## config.mk

```make
export PLATFORM = sky130hd
export DESIGN_NAME = faa_combine_mem
export DESIGN_NICKNAME = d
export VERILOG_FILES = /design/src/rtl/faa_pkg.sv /design/src/rtl/faa_word_array.sv /design/src/rtl/faa_combiner.sv /design/src/rtl/faa_resp_reg.sv /design/src/rtl/faa_combine_mem.sv
export SDC_FILE = /design/constraint.sdc
export NUM_CORES = 1
export LEC_CHECK = 0
export BUFFER_PORTS_ARGS = -buffer_cell sky130_fd_sc_hd__buf_2
export CORE_ASPECT_RATIO = 0.6
export CORE_MARGIN = 2
export CORE_UTILIZATION = 65
export DETAILED_ROUTE_END_ITERATION = 10
export PLACE_DENSITY = 0.86
export SYNTH_ARGS = -nofsm -noshare
export SYNTH_HDL_FRONTEND = slang
export SYNTH_HIERARCHICAL = 1
export SYNTH_SLANG_ARGS = --single-unit
```

## constraint.sdc

```tcl
create_clock -name clk -period 8.4 [get_ports clk]
set_clock_uncertainty 0.2 [all_clocks]
set_input_delay 0.42 -clock clk [delete_from_list [all_inputs] [get_ports clk]]
set_output_delay 0.42 -clock clk [all_outputs]
set_load 0.01 [all_outputs]
```

## src/rtl/faa_pkg.sv

```systemverilog
package faa_pkg;
    parameter int DATA_W = 16;
    parameter int ADDR_W = 4;
    localparam int DEPTH = 1 << ADDR_W;

    typedef logic [DATA_W-1:0] word_t;
    typedef logic [ADDR_W-1:0] addr_t;

    typedef struct packed {
        logic  valid;
        addr_t addr;
        word_t inc;
    } req_t;

    typedef struct packed {
        logic  en;
        addr_t addr;
        word_t data;
    } wr_t;

    typedef struct packed {
        logic  valid;
        word_t data;
    } rsp_t;

    function automatic word_t wrap_add(input word_t a, input word_t b);
        return word_t'(a + b);
    endfunction
endpackage

```

## src/rtl/faa_word_array.sv

```systemverilog
module faa_word_array
    import faa_pkg::*;
(
    input  logic  clk,
    input  logic  rst,
    input  addr_t rd_a_addr,
    input  addr_t rd_b_addr,
    output word_t rd_a_data,
    output word_t rd_b_data,
    input  wr_t   wr_a,
    input  wr_t   wr_b
);
    word_t mem [DEPTH];

    generate
        for (genvar g = 0; g < DEPTH; g++) begin : g_word
            always_ff @(posedge clk) begin
                if (rst)
                    mem[g] <= '0;
                else if (wr_a.en && wr_a.addr == addr_t'(g))
                    mem[g] <= wr_a.data;
                else if (wr_b.en && wr_b.addr == addr_t'(g))
                    mem[g] <= wr_b.data;
            end
        end
    endgenerate

    assign rd_a_data = mem[rd_a_addr];
    assign rd_b_data = mem[rd_b_addr];
endmodule

```

## src/rtl/faa_combiner.sv

```systemverilog
module faa_combiner
    import faa_pkg::*;
(
    input  req_t  req0,
    input  req_t  req1,
    input  word_t cur0,
    input  word_t cur1,
    output word_t old0,
    output word_t old1,
    output wr_t   wr_a,
    output wr_t   wr_b
);
    logic  merged;
    word_t after0;

    always_comb begin
        merged = req0.valid && req1.valid && (req0.addr == req1.addr);
        after0 = wrap_add(cur0, req0.inc);

        old0 = cur0;
        old1 = merged ? after0 : cur1;

        wr_a.en   = req0.valid;
        wr_a.addr = req0.addr;
        wr_a.data = merged ? wrap_add(after0, req1.inc) : after0;

        wr_b.en   = req1.valid && !merged;
        wr_b.addr = req1.addr;
        wr_b.data = wrap_add(cur1, req1.inc);
    end
endmodule

```

## src/rtl/faa_resp_reg.sv

```systemverilog
module faa_resp_reg
    import faa_pkg::*;
(
    input  logic  clk,
    input  logic  rst,
    input  logic  valid_in,
    input  word_t data_in,
    output rsp_t  rsp
);
    always_ff @(posedge clk) begin
        if (rst) begin
            rsp <= '0;
        end else begin
            rsp.valid <= valid_in;
            if (valid_in)
                rsp.data <= data_in;
        end
    end
endmodule

```

## src/rtl/faa_combine_mem.sv

```systemverilog
module faa_combine_mem
    import faa_pkg::*;
(
    input  logic              clk,
    input  logic              rst,
    input  logic              req0_valid,
    input  logic [ADDR_W-1:0] req0_addr,
    input  logic [DATA_W-1:0] req0_inc,
    input  logic              req1_valid,
    input  logic [ADDR_W-1:0] req1_addr,
    input  logic [DATA_W-1:0] req1_inc,
    output logic              rsp0_valid,
    output logic [DATA_W-1:0] rsp0_data,
    output logic              rsp1_valid,
    output logic [DATA_W-1:0] rsp1_data
);
    req_t  req0, req1;
    word_t cur0, cur1, old0, old1;
    wr_t   wr_a, wr_b;
    rsp_t  rsp0, rsp1;

    assign req0 = '{valid: req0_valid, addr: req0_addr, inc: req0_inc};
    assign req1 = '{valid: req1_valid, addr: req1_addr, inc: req1_inc};

    faa_word_array u_array (
        .clk(clk), .rst(rst),
        .rd_a_addr(req0.addr), .rd_b_addr(req1.addr),
        .rd_a_data(cur0), .rd_b_data(cur1),
        .wr_a(wr_a), .wr_b(wr_b)
    );

    faa_combiner u_comb (
        .req0(req0), .req1(req1), .cur0(cur0), .cur1(cur1),
        .old0(old0), .old1(old1), .wr_a(wr_a), .wr_b(wr_b)
    );

    faa_resp_reg u_rsp0 (
        .clk(clk), .rst(rst), .valid_in(req0.valid), .data_in(old0), .rsp(rsp0)
    );

    faa_resp_reg u_rsp1 (
        .clk(clk), .rst(rst), .valid_in(req1.valid), .data_in(old1), .rsp(rsp1)
    );

    assign rsp0_valid = rsp0.valid;
    assign rsp0_data  = rsp0.data;
    assign rsp1_valid = rsp1.valid;
    assign rsp1_data  = rsp1.data;
endmodule

```

==> reports/results.ini <==
[grt]
first_global_vias = 14300
overflow = 0
grt_pass1_wl_um = 92800
grt.total_usage_pct = 42.1
grt_max_degree = 69
antenna_found_initial = 0

[die]
initial_core_util_pct = 66.0
num_rows = 48
core-area_um2 = 28700
die_width_um = 224
io_pins = 78
die_area_um2 = 30600
die_y_um = 136

[outcome]
status = finished clean

[synth]
synthAdderAreaFrac_pct = 3.49
ys.flop_type = edfxtp_1
synth_nets = 1580
synthCells = 1485
synth_area_leaders = edfxtp_1 (41%), mux4_2 (15%), a22o_1 (11%)
synth_area_um2 = 18900
synthXorXnorAreaFrac_pct = 1.57
ys_ff_latch = 290
yosysSeqAreaShare_pct = 44.2
synth_compound_area_share_pct = 20.8
yosysTopAreaCellShare_pct = 40.6
synth_edf_count = 256
async_reset_ff_share_pct = 0
synth.most_common_cell = edfxtp_1
yosysWarnings = 6
ys_types = 74
yosys.area_share.simple_pct = 7.07
yosys.area.top_type = edfxtp_1
synth_common_cells = edfxtp_1 (256), a22o_1 (241), mux4_2 (128), clkbuf_1 (78), nand2_1 (71)
synth_mux_area_share_pct = 17.8
avgSynthCellArea_um2 = 12.8
synth_top_family_by_area = compound AO/OA/AOI/OAI gates

[cts]
cts_sinks = 290
cts-root-buf = clkbuf_16
post_cts_buffers = 0
clk_path_buf_depth = 3
cts_resized = 0
cts_hold_buf = 0
cts_buffers = 27
htreeDepth = 1
cts_tree = built
clk_latency_ps = 590
clkSlewWorstSetupHoldPaths_ps = 60

[detailed_routing]
wire_per_inst_um = 34.3
avgViaCountPerCell = 8.15
wl_met3_um = 12700
wl_um = 64200
drtAntennaViolNets = 0
route.detailed.drc = 0
first_pass_iters = 9
drt-met1-wl_um = 23000
drtIter0Drc = 3214
met2_length_um = 25800
top_layer = met4
vias = 15300

[pwr]
total_leakage_power_nw = 7.69
power_density_nw_per_um2 = 208
ir_drop_mv = 0.158

[sta]
slew_headroom_pct = 5.22
period_share_pct = 78.9
fmax_mhz = 151
finalSetupViolations = 0
min_period_ps = 6630
drv_slew = 0
rsz0062_at_grt = false
hold_viol_final = 0
tns_ps = 0
worst_slew_pin_slew_ps = 1420

[cells_and_area]
area_delta_synth_final_pct = 7.62
stdcell_count = 1873
drive_above_1_share_pct = 25.9
nets = 1571

[critical_path]
slowest_delay_ps = 610
startpoint = req0_addr[0]
rr_startpoint = u_array/mem[10][1]
endpoint_kind = register
critPathKind = input port to register
cp.required_ps = 8640
arrival_ps = 6880
critPathMaxFanout = 43
cp_cell_sequence = buf_4 > buf_4 > mux4_2 > a22oi_1 > nand2_1 > ha_1 > and3_1 > and3_1 > nand3_1 > a21boi_0 > xnor2_1 > ha_1 > or2_2 > a21oi_1 > a31oi_1 > xnor2_1 > o21ai_0 > buf_4 > nor2b_1 > a22o_1
start_kind = input port
cpMostUsedCell = buf_4
rr_worst_depth = 20
cpMaxStageDelayCell = buf_4
r2r-end = u_array/mem[11][11]
r2r_slack_ps = 2230
endpoint = u_array/mem[11][13]

[placed_design]
place.gp.congestion = 0.996
dp_hpwl_um = 43200
dp.cells = 1822
portBuffers = 77

[job]
drv_cap = 0

[worst_hold_path]
holdCritPathClass = input port to register

-- cells by family after synthesis --
family	after synthesis
compound gates	473
xor+xnor	34
fa+ha+maj	51
buf+inv	200
flops	290
mux	175
simple gates	262
-- cell usage in the layout (no fill, tap or decap), types with 35 or more instances in the layout --
cell      count
buf_2        74
nor2_1       63
a22oi_1      65
nand2_1      71
edfxtp_1    256
ha_1         48
mux2i_1      35
mux4_2      128
a22o_1      241
buf_4        68
-- worst max-delay path, delay by kind of cell --
| family | cells | cell delay, ps |
|---|---|---|
| simple gates | 6 | 1380 |
| compound gates | 6 | 1440 |
| xor+xnor | 2 | 690 |
| fa+ha+maj | 2 | 890 |
| buf+inv | 3 | 1370 |
| mux | 1 | 560 |
-- where the power goes --
group | switching, mW | internal (mW)
logic | 0.885 | 0.436
clock network | 0.568 | 0.657
registers | 0.0445 | 1.65
total | 1.50 | 2.75
-- metal layers --
layer  global-route usage, %  up-vias
li1                        -     6025
met1                    59.3     7363
met2                    58.1     1616
met3                    19.6      253
met4                    13.0        0
met5                       0        -
-- worst min path at each step --
stage	startpoint	end	slack, ps	depth (start not counted)
after global placement	u_rsp0/rsp[13]	u_rsp0/rsp[13]	270	2
after detailed placement	u_rsp0/rsp[4]	u_rsp0/rsp[4]	280	2
after CTS	req0_inc[0]	u_rsp1/rsp[0]	190	6
final	req0_inc[0]	u_rsp1/rsp[0]	200	6
after floorplan	u_rsp0/rsp[0]	u_rsp0/rsp[0]	330	2
after global routing	req1_valid	u_rsp1/rsp[16]	280	2
-- layout make-up --
| class | instances | area [µm²] |
|---|---|---|
| multi-input cells | 995 | 9730 |
| flip-flops and latches | 290 | 8370 |
| fillers | 1905 | 8320 |
| repair buffers | 142 | 881 |
| clock buffers | 32 | 694 |
| well taps | 375 | 469 |
| clock inverters | 17 | 158 |
| inverters | 20 | 75.1 |
| diodes | 2 | 5.00 |
-- per-stage QoR --
stage	total power, mW	hold WS (ps)	setup slack [ps]	instance area [µm²]	util (%)
floorplan	2.56	331	2540	18900	-
finish	4.24	198	1770	20400	71.0
CTS	4.17	185	2050	20400	71.0
global placement	2.93	267	1650	19500	68.0
global route	4.34	277	1570	20400	71.0
detailed placement	2.96	280	1510	19500	68.0
-- sequential cells by signal, indices dropped and copies added, names as in the netlist --
signal and cells:
u_rsp0/rsp 17, u_rsp1/rsp 17, u_array/mem 256
Note: power is estimated with default switching activity, not from simulation.
